## config.mk

```make
export PLATFORM = sky130hd
export DESIGN_NAME = mdio_mgmt_slave
export DESIGN_NICKNAME = d
export VERILOG_FILES = /design/src/rtl/mdio_mgmt_pkg.sv /design/src/rtl/mdio_frame_rx.sv /design/src/rtl/mdio_reg_bank.sv /design/src/rtl/mdio_mgmt_slave.sv
export SDC_FILE = /design/constraint.sdc
export NUM_CORES = 1
export LEC_CHECK = 0
export ABC_AREA = 0
export BUFFER_PORTS_ARGS = -buffer_cell sky130_fd_sc_hd__buf_2
export CAP_MARGIN = 10
export CELL_PAD_IN_SITES_DETAIL_PLACEMENT = 0
export CELL_PAD_IN_SITES_GLOBAL_PLACEMENT = 2
export CORE_MARGIN = 5
export CORE_UTILIZATION = 35
export CTS_CLUSTER_DIAMETER = 120
export CTS_CLUSTER_SIZE = 10
export DETAILED_ROUTE_END_ITERATION = 12
export GPL_TIMING_DRIVEN = 0
export PLACE_DENSITY_LB_ADDON = 0.05
export SYNTH_ARGS = -nofsm -noshare
export SYNTH_HDL_FRONTEND = slang
export SYNTH_SLANG_ARGS = --single-unit
export TNS_END_PERCENT = 10
```

## constraint.sdc

```tcl
create_clock -name mdc_i -period 2.8 [get_ports mdc_i]
set_clock_uncertainty 0.1 [all_clocks]
set_input_delay 0.42 -clock mdc_i [delete_from_list [all_inputs] [get_ports mdc_i]]
set_output_delay 0.42 -clock mdc_i [all_outputs]
set_load 0.1 [all_outputs]
```

## src/rtl/mdio_mgmt_pkg.sv

```systemverilog
package mdio_mgmt_pkg;
  typedef enum logic {ST_HUNT, ST_FRAME} rx_state_e;

  localparam logic [1:0] OP_RD = 2'b10;
  localparam logic [1:0] OP_WR = 2'b01;

  localparam logic [4:0] RA_CTRL = 5'd0;
  localparam logic [4:0] RA_STAT = 5'd1;
  localparam logic [4:0] RA_ID1  = 5'd2;
  localparam logic [4:0] RA_ID2  = 5'd3;
  localparam logic [4:0] RA_ADV  = 5'd4;
  localparam logic [4:0] RA_MODE = 5'd17;
  localparam logic [4:0] RA_SPEC = 5'd18;

  localparam int CTRL_SRST_BIT  = 15;
  localparam int CTRL_ANRST_BIT = 9;
  localparam int MODE_BYP_BIT   = 3;
endpackage

```

## src/rtl/mdio_frame_rx.sv

```systemverilog
module mdio_frame_rx
  import mdio_mgmt_pkg::*;
#(
  parameter int PRE_LEN = 32,
  parameter int DW      = 16,
  parameter int AW      = 5
) (
  input  logic          clk_i,
  input  logic          rst_ni,
  input  logic          mdio_i,
  output logic          mdio_o,
  output logic          mdio_oe_o,
  input  logic [AW-1:0] own_addr_i,
  input  logic          wr_any_i,
  output logic [AW-1:0] reg_addr_o,
  input  logic [DW-1:0] rd_data_i,
  output logic          wr_en_o,
  output logic [DW-1:0] wr_data_o
);
  localparam int PRE_W   = $clog2(PRE_LEN + 1);
  localparam int HDR_W   = 2 + 2 * AW;
  localparam int FRM_LEN = 4 + 2 * AW + 2 + DW;
  localparam int CNT_W   = $clog2(FRM_LEN);
  localparam logic [CNT_W-1:0] IDX_HDR_END = CNT_W'(3 + 2 * AW);
  localparam logic [CNT_W-1:0] IDX_TA1     = CNT_W'(4 + 2 * AW);
  localparam logic [CNT_W-1:0] IDX_LAST    = CNT_W'(FRM_LEN - 1);

  rx_state_e        state_q;
  logic [PRE_W-1:0] ones_q;
  logic [CNT_W-1:0] cnt_q;
  logic [HDR_W-2:0] hdr_q;
  logic [DW-1:0]    sh_q;
  logic             is_rd_q;

  logic [HDR_W-1:0] hdr_nxt;
  logic [1:0]       op;
  logic [AW-1:0]    phy;
  logic             hdr_ok;

  assign hdr_nxt = {hdr_q, mdio_i};
  assign op      = hdr_nxt[HDR_W-1 -: 2];
  assign phy     = hdr_nxt[2*AW-1 -: AW];
  assign hdr_ok  = (op == OP_RD && phy == own_addr_i) ||
                   (op == OP_WR && (phy == own_addr_i || wr_any_i));

  assign reg_addr_o = hdr_q[AW-1:0];
  assign wr_en_o    = (state_q == ST_FRAME) && (cnt_q == IDX_LAST) && !is_rd_q;
  assign wr_data_o  = {sh_q[DW-2:0], mdio_i};

  always_ff @(posedge clk_i or negedge rst_ni) begin
    if (!rst_ni) begin
      state_q   <= ST_HUNT;
      ones_q    <= '0;
      cnt_q     <= '0;
      hdr_q     <= '0;
      sh_q      <= '0;
      is_rd_q   <= 1'b0;
      mdio_o    <= 1'b0;
      mdio_oe_o <= 1'b0;
    end else begin
      unique case (state_q)
        ST_HUNT: begin
          if (mdio_i) begin
            if (ones_q != PRE_W'(PRE_LEN)) ones_q <= ones_q + 1'b1;
          end else if (ones_q == PRE_W'(PRE_LEN)) begin
            state_q <= ST_FRAME;      // this zero is the first start bit
            cnt_q   <= CNT_W'(1);
            ones_q  <= '0;
          end else begin
            ones_q <= '0;
          end
        end
        ST_FRAME: begin
          cnt_q <= cnt_q + 1'b1;
          if (cnt_q == CNT_W'(1) && !mdio_i) state_q <= ST_HUNT;
          if (cnt_q >= CNT_W'(2) && cnt_q <= IDX_HDR_END) hdr_q <= hdr_nxt[HDR_W-2:0];
          if (cnt_q == IDX_HDR_END) begin
            is_rd_q <= (op == OP_RD);
            if (!hdr_ok) state_q <= ST_HUNT;
          end
          if (cnt_q == IDX_TA1 && is_rd_q) begin
            mdio_oe_o <= 1'b1;
            mdio_o    <= 1'b0;
            sh_q      <= rd_data_i;
          end
          if (cnt_q > IDX_TA1 && cnt_q < IDX_LAST) begin
            if (is_rd_q) begin
              mdio_o <= sh_q[DW-1];
              sh_q   <= {sh_q[DW-2:0], 1'b0};
            end else begin
              sh_q <= {sh_q[DW-2:0], mdio_i};
            end
          end
          if (cnt_q == IDX_LAST) begin
            state_q   <= ST_HUNT;
            mdio_oe_o <= 1'b0;
            mdio_o    <= 1'b0;
          end
        end
        default: state_q <= ST_HUNT;
      endcase
    end
  end
endmodule

```

## src/rtl/mdio_reg_bank.sv

```systemverilog
module mdio_reg_bank
  import mdio_mgmt_pkg::*;
#(
  parameter int            DW       = 16,
  parameter int            AW       = 5,
  parameter logic [DW-1:0] CTRL_RST = 16'h3100,
  parameter logic [DW-1:0] ADV_RST  = 16'h01E1,
  parameter logic [DW-1:0] MODE_RST = 16'h0000,
  parameter logic [DW-1:0] ID1      = 16'h0007,
  parameter logic [DW-1:0] ID2      = 16'hC0F1
) (
  input  logic          clk_i,
  input  logic          rst_ni,
  input  logic          wr_en_i,
  input  logic [AW-1:0] addr_i,
  input  logic [DW-1:0] wr_data_i,
  output logic [DW-1:0] rd_data_o,
  input  logic [DW-1:0] status_i,
  input  logic [AW-1:0] strap_addr_i,
  input  logic          an_ack_i,
  output logic [DW-1:0] ctrl_o,
  output logic [DW-1:0] adv_o,
  output logic [DW-1:0] mode_o,
  output logic [AW-1:0] own_addr_o
);
  localparam logic [DW-1:0] SRST_M    = DW'(1) << CTRL_SRST_BIT;
  localparam logic [DW-1:0] ANRST_M   = DW'(1) << CTRL_ANRST_BIT;
  localparam logic [DW-1:0] SC_M      = SRST_M | ANRST_M;
  localparam logic [DW-1:0] CTRL_INIT = CTRL_RST & ~SC_M;

  logic [DW-1:0] ctrl_q, adv_q, mode_q;
  logic [AW-1:0] own_q;
  logic          own_ld_q;
  logic          wr_ctrl, srst, an_keep;

  assign wr_ctrl = wr_en_i && (addr_i == RA_CTRL);
  assign srst    = wr_ctrl && wr_data_i[CTRL_SRST_BIT];
  assign an_keep = ctrl_q[CTRL_ANRST_BIT] && !an_ack_i;

  always_ff @(posedge clk_i or negedge rst_ni) begin
    if (!rst_ni) begin
      ctrl_q   <= CTRL_INIT;
      adv_q    <= ADV_RST;
      mode_q   <= MODE_RST;
      own_q    <= '0;
      own_ld_q <= 1'b0;
    end else if (srst) begin
      ctrl_q   <= CTRL_INIT;
      adv_q    <= ADV_RST;
      mode_q   <= MODE_RST;
      own_q    <= '0;
      own_ld_q <= 1'b0;
    end else begin
      if (wr_ctrl)
        ctrl_q <= (wr_data_i & ~SC_M) |
                  ((wr_data_i[CTRL_ANRST_BIT] || an_keep) ? ANRST_M : '0);
      else
        ctrl_q[CTRL_ANRST_BIT] <= an_keep;
      if (wr_en_i && addr_i == RA_ADV)  adv_q  <= wr_data_i;
      if (wr_en_i && addr_i == RA_MODE) mode_q <= wr_data_i;
      if (wr_en_i && addr_i == RA_SPEC) begin
        own_q    <= wr_data_i[AW-1:0];
        own_ld_q <= 1'b1;
      end
    end
  end

  // strap value is used until software writes an address
  assign own_addr_o = own_ld_q ? own_q : strap_addr_i;
  assign ctrl_o     = ctrl_q;
  assign adv_o      = adv_q;
  assign mode_o     = mode_q;

  always_comb begin
    unique case (addr_i)
      RA_CTRL: rd_data_o = ctrl_q;
      RA_STAT: rd_data_o = status_i;
      RA_ID1:  rd_data_o = ID1;
      RA_ID2:  rd_data_o = ID2;
      RA_ADV:  rd_data_o = adv_q;
      RA_MODE: rd_data_o = mode_q;
      RA_SPEC: rd_data_o = DW'(own_addr_o);
      default: rd_data_o = '0;
    endcase
  end
endmodule

```

## src/rtl/mdio_mgmt_slave.sv

```systemverilog
module mdio_mgmt_slave
  import mdio_mgmt_pkg::*;
#(
  parameter int            PRE_LEN  = 32,
  parameter int            DW       = 16,
  parameter int            AW       = 5,
  parameter logic [DW-1:0] CTRL_RST = 16'h3100,
  parameter logic [DW-1:0] ADV_RST  = 16'h01E1,
  parameter logic [DW-1:0] MODE_RST = 16'h0000,
  parameter logic [DW-1:0] ID1      = 16'h0007,
  parameter logic [DW-1:0] ID2      = 16'hC0F1
) (
  input  logic          mdc_i,
  input  logic          rst_ni,
  input  logic          mdio_i,
  output logic          mdio_o,
  output logic          mdio_oe_o,
  input  logic [AW-1:0] strap_addr_i,
  input  logic [DW-1:0] status_i,
  input  logic          an_ack_i,
  output logic [DW-1:0] ctrl_o,
  output logic [DW-1:0] adv_o,
  output logic [DW-1:0] mode_o,
  output logic [AW-1:0] own_addr_o
);
  logic [AW-1:0] reg_addr;
  logic [DW-1:0] rd_data, wr_data;
  logic          wr_en;

  mdio_frame_rx #(.PRE_LEN(PRE_LEN), .DW(DW), .AW(AW)) u_rx (
    .clk_i      (mdc_i),
    .rst_ni     (rst_ni),
    .mdio_i     (mdio_i),
    .mdio_o     (mdio_o),
    .mdio_oe_o  (mdio_oe_o),
    .own_addr_i (own_addr_o),
    .wr_any_i   (mode_o[MODE_BYP_BIT]),
    .reg_addr_o (reg_addr),
    .rd_data_i  (rd_data),
    .wr_en_o    (wr_en),
    .wr_data_o  (wr_data)
  );

  mdio_reg_bank #(
    .DW(DW), .AW(AW), .CTRL_RST(CTRL_RST), .ADV_RST(ADV_RST),
    .MODE_RST(MODE_RST), .ID1(ID1), .ID2(ID2)
  ) u_bank (
    .clk_i        (mdc_i),
    .rst_ni       (rst_ni),
    .wr_en_i      (wr_en),
    .addr_i       (reg_addr),
    .wr_data_i    (wr_data),
    .rd_data_o    (rd_data),
    .status_i     (status_i),
    .strap_addr_i (strap_addr_i),
    .an_ack_i     (an_ack_i),
    .ctrl_o       (ctrl_o),
    .adv_o        (adv_o),
    .mode_o       (mode_o),
    .own_addr_o   (own_addr_o)
  );
endmodule

```

# --- Yosys cells after proc, flatten, opt, wreduce, memory -nomap -nowiden ---
# Cells that the tools add are included.
op_classes:
  addsub: 2
  multipliers: 0
  div: 0
  magnitude_cmp: 4
  n_eq_ne: 18
  shifts: 0
  muxes: 36
  n_bitwise: 2
  n_reduce_logical: 33
ops:
  columns: ["operator", "n"]
  rows:
  - ["two-way mux 16 bit", 7]
  - ["case mux 16 bit (7 select lines)", 1]
  - ["two-way mux 5 bit", 5]
  - ["two-way mux 6 bit", 3]
  - ["two-way mux 1 bit", 16]
  - ["== test 5 bit (second input constant)", 3]
  - ["OR 15 x 10 -> 15 bit", 1]
  - ["logical AND 1 bit", 14]
  - ["AND reduction 2 bit", 6]
  - ["nonzero test 2 bit", 6]
  - ["== test 5 x 1 -> 1 bit (second input constant)", 2]
  - ["== test 5 x 2 -> 1 bit (second input constant)", 2]
  - ["== test 5 x 4 -> 1 bit (second input constant)", 2]
  - ["two-way mux 10 bit", 1]
  - ["case mux 5 bit (2 select lines)", 1]
  - ["two-way mux 9 bit", 1]
  - ["adder 6 x 1 -> 6 bit (second input constant)", 1]
  - ["== test 6 bit (second input constant)", 1]
  - ["inequality test 6 bit (second input constant)", 1]
  - ["adder 5 x 1 -> 5 bit (second input constant)", 1]
  - ["== test 5 x 3 -> 1 bit (second input constant)", 1]
  - ["== test 5 bit", 1]
  - [">= comparator 5 x 2 -> 1 bit (second input constant)", 1]
  - ["greater-than comparator 5 x 4 -> 1 bit (second input constant)", 1]
  - ["other kinds (11)", 16]
totals:
  regBits: 96
  latchBits: 0
  ramBits: 0
  romBits: 0
  in_bits: 25
  out_inout_bits: 55
  wordCells: 109
  n_memories: 0

# --- Longest topological paths before layout ---
# Gate-level depths: netlist of run 1.
logic_depth:
  depth_word: 9
  mapped_depth: 9

# --- By module ---
# Synthesis of run 1 repeated with hierarchy kept, for this count alone.
unflattened:
  hier_cells: 558
  area_unflattened_um2: 5481.5
by_module_without_submodules:
  columns: ["module", "n_inst", "cells_per_inst", "area_per_inst_um2", "seq_area_each_um2"]
  rows:
  - ["mdio_reg_bank", 1, 347, 3118.0, 1336.3]
  - ["mdio_frame_rx", 1, 211, 2363.5, 1051.0]

# --- Worst setup path before layout of run 1 ---
# OpenSTA, ideal clock, no wires.
synth_path:
  path_kind: "reg-to-reg"
  from: "register u_rx.cnt_q[0]"
  to: "register u_bank.ctrl_q[4], in the netlist u_bank.ctrl_o[4]"
  setup_ns: 0.095
  arrival_time_ns: 2.074
  required_time_ns: 2.605
  path_slack_ns: 0.531
  path_stages_with_launch: 10
  synth_period_minus_slack_ns: 2.269
  path_cell_list: "dfrtp_1 > ha_1 > and3_1 > ha_1 > and3_1 > nand3_1 > clkbuf_1 > clkbuf_1 > nand2_1 > o31ai_1"
synth_between:
  elab_chain_len: 6
  word_cells_on_any_way: 7
  classes_between: "eq/ne (1); mux (1); reduce/logical (5)"
synth_lines:
  columns: ["element", "line", "rtl"]
  rows:
  - ["from (decl)", "mdio_frame_rx.sv:30", "logic [CNT_W-1:0] cnt_q;"]
  - ["from (signal assigned)", "mdio_frame_rx.sv:74", "cnt_q <= cnt_q + 1'b1;"]
  - ["== test 5 bit (*)", "mdio_frame_rx.sv:47", "assign wr_en_o = (state_q == ST_FRAME) && (cnt_q == IDX_LAST) && !is_rd_q;"]
  - ["logical AND 1 bit (*) (2 in series)", "mdio_frame_rx.sv:47", null]
  - ["logical AND 1 bit (*)", "mdio_reg_bank.sv:36", "assign wr_ctrl = wr_en_i && (addr_i == RA_CTRL);"]
  - ["logical AND 1 bit", "mdio_reg_bank.sv:37", "assign srst = wr_ctrl && wr_data_i[CTRL_SRST_BIT];"]
  - ["two-way mux 16 bit or nonzero test 2 bit (tied branches)", null, null]
  - ["to (signal assigned)", "mdio_reg_bank.sv:55", "ctrl_q <= (wr_data_i & ~SC_M) |"]
  - ["to (signal, indexed assignment)", "mdio_reg_bank.sv:58", "ctrl_q[CTRL_ANRST_BIT] <= an_keep;"]
  - ["to (decl)", "mdio_reg_bank.sv:31", "logic [DW-1:0] ctrl_q, adv_q, mode_q;"]
# Every way passes the cells marked *; elsewhere a longest branch is shown, timed or not.
# A chain may end at the register's enable or synchronous reset.

# --- Final worst setup path of run 1 ---
layout_path:
  from: "register u_rx.cnt_q[0]"
  to: "register u_bank.mode_q[9], in the netlist u_bank.mode_o[9]"
layout_between:
  elab_chain_len: 6
  word_cells_on_any_way: 8
  classes_between: "eq/ne (1); mux (1); reduce/logical (6)"
layout_lines:
  columns: ["element", "line", "rtl"]
  rows:
  - ["== test 5 bit (*)", "mdio_frame_rx.sv:47", null]
  - ["logical AND 1 bit (*) (2 in series)", "mdio_frame_rx.sv:47", null]
  - ["logical AND 1 bit", "mdio_reg_bank.sv:36", null]
  - ["logical AND 1 bit", "mdio_reg_bank.sv:37", null]
  - ["two-way mux 16 bit or nonzero test 2 bit (tied branches)", null, null]
  - ["to (signal assigned)", "mdio_reg_bank.sv:60", "if (wr_en_i && addr_i == RA_MODE) mode_q <= wr_data_i;"]
  - ["to (decl)", "mdio_reg_bank.sv:31", null]
# Marked as above.

==> results.md, run 1 <==
Run status:
- The flow ran to the end, and the final reports show no timing, DRC or antenna violations.

Global route:
- Entering global routing, the biggest net connects 66 pins.
- The global-route total usage across every layer is 0.206.
- The number of antenna violations at the first check in global routing is 0.
- The first global-routing pass estimated 26200 um of wire.
- The via count of the first global-routing pass was approximately 4400.
- The total overflow reported by the global router is 0.

Power and ir drop:
- Summing internal, switching and leakage power gives 2.84 mW.
- The analysis attributes to cell leakage a power of 3.00 nW.
- VDD sags by at most 0.291 mV.
- For this design the ratio of total power to cell area is 475 nW/um^2.

Clock tree:
- TritonCTS built the clock tree.
- Counting every sink on the clock net gives 95.
- In this run, CTS created clock tree buffers numbering 9.
- Clock-pin slew was measured on the worst setup and hold paths at about 0.07 ns.
- CTS placed an instance of clkbuf_16 at the clock tree root.
- The H-tree was split into 3 levels.
- The clock reaches the later pin of the worst-skew pair after 0.35 ns.
- The maximum clock insertion buffer count is 2.
- The setup fix buffers added after clock tree synthesis is 0.

Detailed routing:
- The number of nets still failing antenna checks after routing is 0.
- The pre-antenna-repair detailed-routing pass consisted of 4 iterations.
- The number of design rule violations left after detail routing is 0.
- The total vias in the final route is ~4400.
- The detailed router finished its first iteration with 314 violations.
- The final layout contains routed wiring with a total length of 16700 um.
- Dividing the detail-routed via count by the number of cells gives ~5.3.
- Dividing the detail-routed wire length by the instance count gives a little over 20 um.

Floorplan:
- After floorplanning, the core was sized to cover around 14000 um^2.
- During I/O placement, the number of pins put on the boundary was 80.
- The initial utilization of the core area, before any placement, comes to 0.360.
- The area of the die is 16900 um^2.
- The overall die width is 130 um.
- The floorplan has 43 rows.
- The die height is approximately 130 um.

Timing:
- After routing, the total negative slack on setup checks comes to 0 ns.
- The count of final setup violators is 0.
- Dividing the final minimum period by the clock period gives 0.953.
- Setup repair after global routing could not meet its margin everywhere.
- The final number of hold-violating endpoints is 0.
- The smallest clock period supported by the final layout is computed as approximately 2.7 ns.
- The highest attainable clock frequency is 0.375 GHz.
- At the pin with the least slew margin, the transition time is roughly 0.70 ns.
- The max-slew violation count is 0.
- In this run the tightest slew margin relative to its limit is 0.530.

Yosys:
- Synthesis instantiated 55 different standard cells from the library.
- The Yosys warning count is 0.
- The share of synthesized area in the top cell type comes to 0.432.
- Synthesis produced a netlist whose cell count is 544.
- By count the netlist is led by nand2_1 (98), dfrtp_1 (87), a21oi_1 (59).
- The fraction of registers with async set/reset is 1.00.
- The mean area per synthesized cell is just over 9 um^2.
- The number of synthesized register bits is 95.
- Counting every net in the synthesized netlist gives 575.
- By area the synthesized netlist is led by dfrtp_1 (43%), nand2_1 (7.3%), a21oi_1 (5.9%).
- The largest area contributor in the netlist is dfrtp_1.
- The synthesized design contains 0 enable-type register cells.
- The post-synthesis cell area is 5030 um^2.
- By instance count, the leading cell after synthesis is nand2_1.
- The dominant register cell in the synthesized netlist is dfrtp_1.
- For this run, the register share of the synthesized area comes to 0.474.

Setup path:
- The cell with the largest stage delay on the worst path is clkbuf_1.
- Walking the worst path, the cells encountered are ha_1, and3_1, ha_1, and3_1, nand2_1, clkbuf_1, nand2_1, a21oi_1.
- The startpoint-to-endpoint class of the critical path is register to register.
- For this run, the slowest stage of the critical path takes 0.52 ns.
- The required time at the endpoint of the critical path is 2.97 ns.
- For the worst setup path, the data arrival time is 2.84 ns.
- The type of element launching the critical path is a register.
- Along the worst path, the maximum fanout reaches 10.
- STA classifies the critical path endpoint as a register.

Layout:
- In the final layout, the share of cells above drive strength 1 is 0.248.
- The area growth from synthesis to final layout is 19.0%.
- The net count reported at finish is 667.
- 0 antenna diodes ended up in the layout.
- The count of placed standard cells in the final layout, fillers left out is 821.
- After filler insertion, the fill cell instance count of the layout stands at 1473.
- The post-route standard cell area excluding fillers is 5990 um^2.

Hold path:
- The worst hold path belongs to the class input port to register.

Placement:
- The placed instances occupy a cell area of ~5700 um^2.
- The cell count after placement is roughly 800.
- During placement, the flow inserted port buffers numbering 78.
- The weighted congestion reported at the end of routability-driven placement is ~0.85.
- After legalization and detailed placement, the total HPWL measured 12000 um.

Flow run:
- The reported max-cap violation count is 0.
[area by class of cell]
type | count | area (um^2) | area share
Tap cell | 180 | 225 | 0.0376
Timing Repair Buffer | 81 | 438 | 0.0731
Multi-Input combinational cell | 395 | 2400 | 0.400
Sequential cell | 95 | 2390 | 0.399
Clock inverter | 4 | 20.0 | 0.00334
Buffer | 38 | 206 | 0.0345
Clock buffer | 12 | 256 | 0.0428
Inverter | 16 | 60.1 | 0.0100
[layer usage]
layer | vias up | GRT usage | share of wire
met1 | 2186 | 0.300 | 0.49
met2 | 102 | 0.315 | 0.45
li1 | 2078 | - | -
met5 | - | 0 | 0
met3 | 12 | 0.0463 | 0.052
met4 | 0 | 0.0428 | 0.011
[path summary, 6_finish.rpt]
kind,endpoint,cells after the start,slack [ns],start
worst max-delay path,u_bank.mode_o[9],8,0.13,u_rx.cnt_q[0]
max in group asynchronous,u_bank.ctrl_o[8],3,1.40,rst_ni
min in group asynchronous,u_rx.hdr_q[7],2,0.46,rst_ni
worst min register to register,u_bank.ctrl_o[13],2,0.39,u_bank.ctrl_o[13]
worst min-delay path,u_bank.ctrl_o[9],4,0.27,an_ack_i
worst max register to register,u_bank.mode_o[9],8,0.13,u_rx.cnt_q[0]
[timing repair]
item | 4_1_cts | 5_1_grt
setup endpoints to repair | 35 | 41
hold buffers | 1 | 0
endpoints found under the hold margin | 30 | 0
resized for setup | 4 | 4
[stage by stage]
stage,utilization,hold WS (ns),setup slack [ns]
after global routing,0.428,0.276,-0.0977
after CTS,0.428,0.262,0.0681
after global placement,0.404,0.377,-0.126
final,0.428,0.271,0.132
after floorplan,-,0.0244,0.531
after detailed placement,0.407,0.302,-0.172
[worst max-delay path, delay by kind of cell, from the launching register on]
family / cells / cell delay, ns
AO/OA/AOI/OAI: 1 / 0.17
adder cells (fa/ha/maj): 2 / 0.51
buffers and inverters: 1 / 0.52
flip-flops: 1 / 0.46
AND/OR/NAND/NOR: 4 / 0.83
[kinds of logic after synthesis]
group,count (synthesis),synth area share
multiplexers,37,0.0818
flip-flops,95,0.474
AND/OR/NAND/NOR,206,0.187
XOR/XNOR,6,0.0104
other,1,0.000745
AO/OA/AOI/OAI,139,0.179
buffers and inverters,54,0.0517
adder cells (fa/ha/maj),6,0.0149
[registers in the layout, indices dropped and copies added, names as in the netlist, 5 cells and up]
name	count
u_bank.own_q	5
u_bank.adv_o	16
u_rx.cnt_q	5
u_bank.mode_o	16
u_rx.sh_q	16
u_rx.hdr_q	11
u_bank.ctrl_o	15
u_rx.ones_q	6
[cell usage in the layout (no fill, tap or decap), types with 5 or more instances in the layout]
cell type / n
clkbuf_16: 9
ha_1: 6
buf_4: 6
dfrtp_1: 87
dfstp_2: 8
mux2_2: 9
nor2b_1: 11
mux2i_1: 22
or3_1: 6
buf_2: 94
clkbuf_1: 11
nand2_1: 98
nand3_1: 12
nor3_1: 7
inv_1: 15
o21ai_0: 15
a22oi_1: 7
mux2_4: 6
and3_1: 15
a21oi_1: 59
o22ai_1: 5
nor2_1: 38
a211oi_1: 5
a21o_1: 15
a221o_1: 7
[where the power goes]
group / internal (mW) / switching (mW) / total, mW
sequential: 1.38 / 0.0217 / 1.41
combinational: 0.0831 / 0.172 / 0.255
clock: 0.646 / 0.536 / 1.18
total: 2.11 / 0.730 / 2.84
No activity file was read; power rests on OpenSTA's default activity.
==> run 2, diff against run 1 <==
--- a/config.mk
+++ b/config.mk
@@ -17,6 +17,7 @@
 export DETAILED_ROUTE_END_ITERATION = 12
 export GPL_TIMING_DRIVEN = 0
 export PLACE_DENSITY_LB_ADDON = 0.05
+export RECOVER_POWER = 25
 export SYNTH_ARGS = -nofsm -noshare
 export SYNTH_HDL_FRONTEND = slang
 export SYNTH_SLANG_ARGS = --single-unit
==> run 2 against run 1 <==
Net effect: the run now ends with capacitance limit, slew limit left; first-iteration DRC count rose by 0.32%; sequential share of layout area about the same; critical path depth stayed put; global-route usage unchanged; wire length about the same; register-to-register slack hardly changed; setup slack lost 0.0094 ns; utilization fell by 0.054 points; sequential cell count unchanged; critical path type unchanged; largest cell class unchanged; largest power group unchanged.
==> results.md, run 2 (synthesis gave the netlist of run 1 again) <==
Clock tree:
- The clock network latency to the later pin of the worst-skew pair is 0.35 ns (about the same).
- The clock-pin slew reported for the worst setup and hold paths after clock tree synthesis was 0.07 ns (about the same).
- The number of buffers added by the clock tree synthesis step is 9 (unchanged).
- The maximum level of the CTS H-tree is 3 (unchanged).
- The setup fix buffers added after clock tree synthesis is 0 (unchanged).
- The clock tree from TritonCTS is yes.
- The number of clock sinks seen by CTS is 95 (unchanged).
- The root buffer selected by CTS is clkbuf_16.
- The maximum clock insertion buffer count is 2 (unchanged).

Placement:
- The weighted congestion reported at the end of routability-driven placement was 0.852 (unchanged).
- The placed wire-length estimate is 12000 um (unchanged).
- The quantity of I/O buffers inserted on ports was 78 (unchanged).
- The cell count after placement is 804 (unchanged).
- The worst setup timing slack at the placement stage is -0.172 ns (unchanged).

Power and ir drop:
- The power share of the clock group was 0.416 (about the same).
- The cell leakage power is 3.00 nW (-0.26%).
- The cell-internal power is 2.11 mW (about the same).
- The reported net switching power is 0.732 mW (+0.30%).
- The sequential cell fraction of total power is 0.494 (about the same).
- The switching part of the total was 0.257 (+0.000596).
- The maximum ir drop on the vdd rail was 0.289 mV (-0.78%).
- The power per cell area is 476 nW/um^2 (+0.20%).
- The share of total power in combinational logic came to 0.089 (about the same).

Timing:
- The max-slew violation count was 31 (+31).
- The headroom to the max-slew limit is -0.253 (-0.783).
- The sum of negative setup slack is 0 ns (unchanged).
- The final number of hold-violating endpoints is 0 (unchanged).
- The shortest clock period the worst path allows after layout is 2.68 ns (+0.00942 ns).
- The count of final setup violators is 0 (unchanged).
- The worst-margin pin slew was 1.88 ns (+1.18 ns).
- Setup repair after global routing could not meet its margin everywhere.
- The setup slack after layout is 0.123 ns (-0.00942 ns).
- The hold slack is 0.271 ns (+0.000114 ns).
- The highest attainable clock frequency is 0.374 GHz (-0.35%).
- The final worst-path cycle share came to 0.956 (+0.00336).

Detailed routing:
- The overall routed net length came to 16700 um (about the same).
- The number of design rule violations left after detail routing is 0 (unchanged).
- The met2 wire length was 7540 um (-0.15%).
- The total vias in the final route came to 4395 (+0.39%).
- The length of routed wiring on met1 is 8080 um (-0.48%).
- The total met3 wirelength after detailed routing is 921 um (+5.7%).
- The number of search-and-repair iterations in the first detailed-routing pass is 4 (unchanged).
- Routed signal wires occupy layers up through met4.
- The wire length per cell is 20.4 um (about the same).
- The via density per instance was 5.35 (+0.39%).
- The number of nets still failing antenna checks after routing is 0 (unchanged).
- The starting DRC count in detailed routing is 315 (+0.32%).

Hold path:
- In this run the worst hold path is classified as input port to register.
- The number of cells traversed by the worst hold path came to 4 (unchanged).

Global route:
- The via count of the first global-routing pass is 4395 (unchanged).
- The global-route total usage across every layer was 0.206 (unchanged).
- The total overflow reported by the global router is 0 (unchanged).
- The number of antenna violations at the first check in global routing was 0 (unchanged).
- The pin count of the biggest net entering global routing is 66 (unchanged).
- The global-route wire length before repair came to 26200 um (unchanged).

Layout:
- The net count reported at finish is 667 (unchanged).
- The fill cell total of the finished layout is 1472 (-0.068%).
- The top cell types in the final layout, fill and taps aside, are nand2_1 (98), buf_2 (94), dfrtp_1 (87), a21oi_1 (59), nor2_1 (38).
- The most frequent standard cell in the layout excluding fill and tap cells is nand2_1.
- The number of diodes added for antenna fixing is 0 (unchanged).
- The end-of-flow core utilization is 0.428 (-0.000536).
- The count of placed standard cells in the final layout, fillers left out is 821 (unchanged).
- The layout cell share with drive strength beyond 1 is 0.245 (-0.00312).
- Compared with the post-synthesis result, the final layout area differs by 18.8%.

Setup path:
- The category of the worst setup path capture point is a register.
- The type of element launching the critical path is a register.
- The highest net fanout along the worst path is 10 (unchanged).
- The critical path is of the register to register type.
- The number of cells on the worst reg-to-reg path is 8 (unchanged).
- The required time at the endpoint of the critical path was 2.97 ns (about the same).
- The arrival time of data at the critical path endpoint came to 2.85 ns (about the same).

Flow run:
- The reported max-cap violation count is 1 (+1).

Run status:
- The flow ran to the end, but the final reports show violations.
- The checks that failed: capacitance limit, slew limit.

Floorplan:
- The floorplan row count is 43 (unchanged).
- The number of primary I/O pins is 80 (unchanged).
- The placeable core area is 14000 um^2 (unchanged).
- The die height is 130 um (unchanged).
- The area of the die is 16900 um^2 (unchanged).
- The effective utilization at floorplan came to 0.360 (unchanged).
- The overall die width was 130 um (unchanged).
[run 2: changes by cell type in the layout (fill, tap and decap cells not counted)]
cell / before / now
buf_4: 6 / 4
clkbuf_1: 11 / 13
[run 2: power groups by stage]
stage                     registers (mW)  clock network, mW  logic (mW)
after global placement              1.43                  0       0.250
final                               1.41               1.18       0.254
after detailed placement            1.43                  0       0.259
after global routing                1.41               1.26       0.286
after floorplan                     1.42                  0       0.156
after CTS                           1.41               1.22       0.261
[run 2: layout make-up]
| type | instances | area [um^2] | area share |
|---|---|---|---|
| plain buffers | 38 | 203 | 0.0339 |
| well taps | 180 | 225 | 0.0376 |
| repair buffers | 81 | 434 | 0.0726 |
| clock buffers | 12 | 256 | 0.0429 |
| multi-input cells | 395 | 2400 | 0.401 |
| flip-flops and latches | 95 | 2390 | 0.399 |
| inverters | 16 | 60.1 | 0.0100 |
| clock inverters | 4 | 20.0 | 0.00335 |
[run 2: metrics by stage]
| step | power, mW | instance area (um^2) |
|---|---|---|
| 5_1_grt | 2.96 | 5980 |
| 6_report | 2.85 | 5980 |
| 2_1_floorplan | 1.58 | 5030 |
| 3_3_place_gp | 1.68 | 5650 |
| 3_5_place_dp | 1.69 | 5690 |
| 4_1_cts | 2.88 | 5990 |
[run 2: metal layers]
metal,global-route usage,vias up
met5,0,-
met4,0.0428,0
met3,0.0463,11
met2,0.315,108
met1,0.300,2197
li1,-,2079
[run 2: worst max-delay path, stage by stage (launching register included)]
cell and delay (ns):
dfrtp_1 0.46, ha_1 0.26, and3_1 0.19, ha_1 0.25, and3_1 0.29, nand2_1 0.24
clkbuf_1 0.53, nand2_1 0.11, a21oi_1 0.17
[run 2: what timing repair did]
action	4_1_cts	5_1_grt
endpoints found under the hold margin	30	0
cloned	0	0
gates resized for setup	4	4
hold buffers	1	0
endpoints found under the setup margin	35	41
[run 2: worst paths after layout]
path | startpoint | endpoint | slack (ns)
setup / recovery | u_rx.cnt_q[0] | u_bank.mode_o[9] | 0.12
hold / removal | an_ack_i | u_bank.ctrl_o[9] | 0.27
setup reg to reg | u_rx.cnt_q[0] | u_bank.mode_o[9] | 0.12
hold reg to reg | u_bank.ctrl_o[13] | u_bank.ctrl_o[13] | 0.39
max in group asynchronous | rst_ni | u_bank.ctrl_o[8] | 0.41
min in group asynchronous | rst_ni | u_rx.hdr_q[7] | 1.03
==> run 3, diff against run 2 <==
--- a/config.mk
+++ b/config.mk
@@ -8,10 +8,10 @@
 export ABC_AREA = 0
 export BUFFER_PORTS_ARGS = -buffer_cell sky130_fd_sc_hd__buf_2
 export CAP_MARGIN = 10
-export CELL_PAD_IN_SITES_DETAIL_PLACEMENT = 0
-export CELL_PAD_IN_SITES_GLOBAL_PLACEMENT = 2
+export CELL_PAD_IN_SITES_DETAIL_PLACEMENT = 1
+export CELL_PAD_IN_SITES_GLOBAL_PLACEMENT = 1
 export CORE_MARGIN = 5
-export CORE_UTILIZATION = 35
+export CORE_UTILIZATION = 41
 export CTS_CLUSTER_DIAMETER = 120
 export CTS_CLUSTER_SIZE = 10
 export DETAILED_ROUTE_END_ITERATION = 12
==> run 3 against run 2 <==
Net effect: the flow now finishes without violations; first-iteration DRC count is 28% lower; critical endpoint is now u_bank.mode_o[12]; combinational power barely moved; die area shrank 14%; non-clock buffer count fell by 1; largest power group unchanged; register-to-register slack is essentially flat; worst hold slack got worse by 0.084 ns; highest routed layer unchanged; power rose by 2.6%; sequential cell count is the same; setup slack improved by 0.013 ns; utilization increased by 6.6 points; sequential share of layout area is 0.35 points higher.
==> results.md, run 3 (synthesis gave the netlist of run 1 again) <==
Run status:
- The flow ran to the end, and the final reports show no timing, DRC or antenna violations.

Detailed routing:
- The starting DRC count in detailed routing came to 227 (-28%).
- The number of search-and-repair iterations in the first detailed-routing pass came to 4 (unchanged).
- The overall routed net length came to 16900 um (+1.1%).
- The total vias in the final route is 4454 (+1.3%).
- The via density per instance is 5.66 (+5.7%).
- The number of nets still failing antenna checks after routing is 0 (unchanged).
- The wire length per cell is 21.5 um (+5.5%).
- The number of design rule violations left after detail routing is 0 (unchanged).

Clock tree:
- The setup fix buffers added after clock tree synthesis was 0 (unchanged).
- The tree is rooted in a clkbuf_16.
- The number of buffers added by the clock tree synthesis step was 9 (unchanged).
- The maximum level of the CTS H-tree is 3 (unchanged).
- The hold-fix buffer count after cts came to 0 (-1).
- The clock network latency to the later pin of the worst-skew pair is 0.35 ns (about the same).
- The clock tree from TritonCTS is yes.
- The number of clock sinks seen by CTS is 95 (unchanged).
- The clock-pin slew reported for the worst setup and hold paths after clock tree synthesis is 0.07 ns (about the same).
- The maximum clock insertion buffer count came to 2 (unchanged).

Global route:
- The met2 usage is 0.383 (+0.0686).
- The via count of the first global-routing pass is 4740 (+7.8%).
- The met1 capacity usage during global routing is 0.345 (+0.0447).
- The met3 usage is 0.0407 (-0.00556).
- The global routing stage identified its most utilized layer as met2.
- The global-route total usage across every layer is 0.242 (+0.0365).
- The global-route wire length before repair is 27200 um (+4.0%).
- The total overflow reported by the global router was 0 (unchanged).
- The number of antenna violations at the first check in global routing came to 0 (unchanged).
- The pin count of the biggest net entering global routing is 54 (-18%).

Floorplan:
- The overall die width was 121 um (-7.0%).
- The placeable core area came to 12000 um^2 (-14%).
- The effective utilization at floorplan was 0.419 (+0.0592).
- The number of primary I/O pins is 80 (unchanged).
- The die height is 121 um (-7.0%).
- The floorplan row count came to 40 (-7.0%).
- The area of the die is 14600 um^2 (-14%).

Power and ir drop:
- The switching part of the total is 0.253 (-0.00467).
- The maximum ir drop on the vdd rail was 0.269 mV (-6.8%).
- The final total power is 2.92 mW (+2.6%).
- The cell leakage power is 2.99 nW (-0.17%).
- The power share of the clock group was 0.432 (+0.016).
- The cell-internal power is 2.18 mW (+3.3%).
- The power per cell area is 492 nW/um^2 (+3.5%).
- The reported net switching power is 0.738 mW (+0.76%).
- The sequential cell fraction of total power came to 0.482 (-0.012).
- The share of total power in combinational logic is 0.086 (-0.003).

Setup path:
- The kind of cell with the highest combined delay along the critical path is simple AND/OR/NAND/NOR gates.
- The destination of the worst register-to-register timing path is u_bank.mode_o[12].
- The critical path goes through ha_1, and3_1, ha_1, and3_1, nand2_1, clkbuf_1, nand2_1, a21oi_1.
- The arrival time of data at the critical path endpoint was 2.83 ns (-0.02 ns).
- The start of the worst register-to-register path is u_rx.cnt_q[0].
- The highest cell delay on the worst timing path is 0.49 ns (-0.04 ns).
- The highest net fanout along the worst path is 10 (unchanged).
- The required time at the endpoint of the critical path was 2.97 ns (about the same).
- The cell with the largest stage delay on the worst path is clkbuf_1.
- The number of cells on the worst reg-to-reg path is 8 (unchanged).
- STA classifies the critical path startpoint as a register.
- The slack of the worst reg-to-reg path is 0.14 ns (about the same).
- The worst path buffer plus inverter count is 1 (unchanged).
- The startpoint-to-endpoint class of the critical path is register to register.
- The worst setup path is captured at a register.

Flow run:
- The reported max-cap violation count is 0 (-1).

Timing:
- The max-slew violation count is 0 (-100%).
- The final number of hold-violating endpoints is 0 (unchanged).
- The count of final setup violators is 0 (unchanged).
- The final worst-path cycle share is 0.952 (-0.00457).
- The worst-margin pin slew came to 1.25 ns (-0.634 ns).
- The shortest clock period the worst path allows after layout came to 2.66 ns (-0.0128 ns).
- The highest attainable clock frequency is 0.375 GHz (+0.48%).
- The headroom to the max-slew limit was 0.169 (+0.423).
- Setup repair after global routing could not meet its margin everywhere.
- The setup slack after layout is 0.136 ns (+0.0128 ns).

Placement:
- The placed wire-length estimate is 12200 um (+1.6%).
- The quantity of I/O buffers inserted on ports came to 78 (unchanged).
- The worst setup timing slack at the placement stage was -0.116 ns (+0.0553 ns).
- The weighted congestion reported at the end of routability-driven placement came to 0.864 (+1.4%).

Layout:
- The top cell types in the final layout, fill and taps aside, are nand2_1 (98), buf_2 (95), dfrtp_1 (87), a21oi_1 (59), nor2_1 (38).
- The number of diodes added for antenna fixing is 0 (unchanged).
- The layout cell share with drive strength beyond 1 is 0.245 (+0.000383).
- Compared with the post-synthesis result, the final layout area differs by 17.8%.
- The area occupied by registers was 2390 um^2 (unchanged).
- The footprint of the multi-input gates is 2400 um^2 (unchanged).
- The net count reported at finish is 666 (-0.15%).
- The most frequent standard cell in the layout excluding fill and tap cells is nand2_1.
- The fill cell total of the finished layout came to 1454 (-1.2%).

Hold path:
- The worst hold path belongs to the class input port to async pin.
## run 3: metal layers
| layer | up-vias | share of wire |
|---|---|---|
| met2 | 110 | 0.47 |
| met1 | 2244 | 0.46 |
| met3 | 18 | 0.056 |
| met5 | - | 0 |
| met4 | 0 | 0.012 |
| li1 | 2082 | - |
## run 3: worst register-to-register path: stages, from the launching register on
cell and delay [ns]:
dfrtp_1 0.47, ha_1 0.26, and3_1 0.19, ha_1 0.24
and3_1 0.29, nand2_1 0.23, clkbuf_1 0.49, nand2_1 0.13
a21oi_1 0.18
## run 3: power by group through the flow
stage	clock network, mW	logic [mW]	registers, mW
after global placement	0	0.245	1.43
after CTS	1.29	0.261	1.41
after global routing	1.34	0.279	1.41
after floorplan	0	0.156	1.42
after detailed placement	0	0.259	1.43
final	1.26	0.252	1.41
## run 3: metrics by stage
step	cell area (um^2)	cells	hold WS, ns	util	setup TNS (ns)
final	5930	787	0.187	0.494	0
after global routing	5930	787	0.289	0.494	-0.153
after CTS	5950	787	0.00180	0.496	0
after detailed placement	5650	771	0.374	0.471	-1.74
after global placement	5610	769	0.378	0.467	-0.444
after floorplan	5030	544	0.0244	-	0
## run 3: how the worst max path moves through the flow
| stage | start | endpoint | cells after the start |
|---|---|---|---|
| 6_report | u_rx.cnt_q[0] | u_bank.mode_o[12] | 8 |
| 5_1_grt | u_rx.cnt_q[0] | u_bank.adv_o[0] | 8 |
| 4_1_cts | u_rx.cnt_q[1] | u_bank.own_q[2] | 8 |
| 3_5_place_dp | u_rx.cnt_q[0] | u_bank.own_q[2] | 8 |
| 3_3_place_gp | u_rx.hdr_q[1] | u_rx.sh_q[10] | 6 |
| 2_1_floorplan | u_rx.cnt_q[0] | u_bank.ctrl_o[4] | 9 |
## run 3: cell type report
class                   instances  area share
flip-flops and latches         95       0.403
inverters                      16      0.0101
repair buffers                 80      0.0679
clock inverters                 3     0.00738
clock buffers                  13      0.0422
well taps                     147      0.0310
multi-input cells             395       0.404
plain buffers                  38      0.0348
## run 3: what timing repair did
item,4_1_cts,5_1_grt
pin swaps,0,0
setup endpoints to repair,35,40
gates resized for setup,4,4
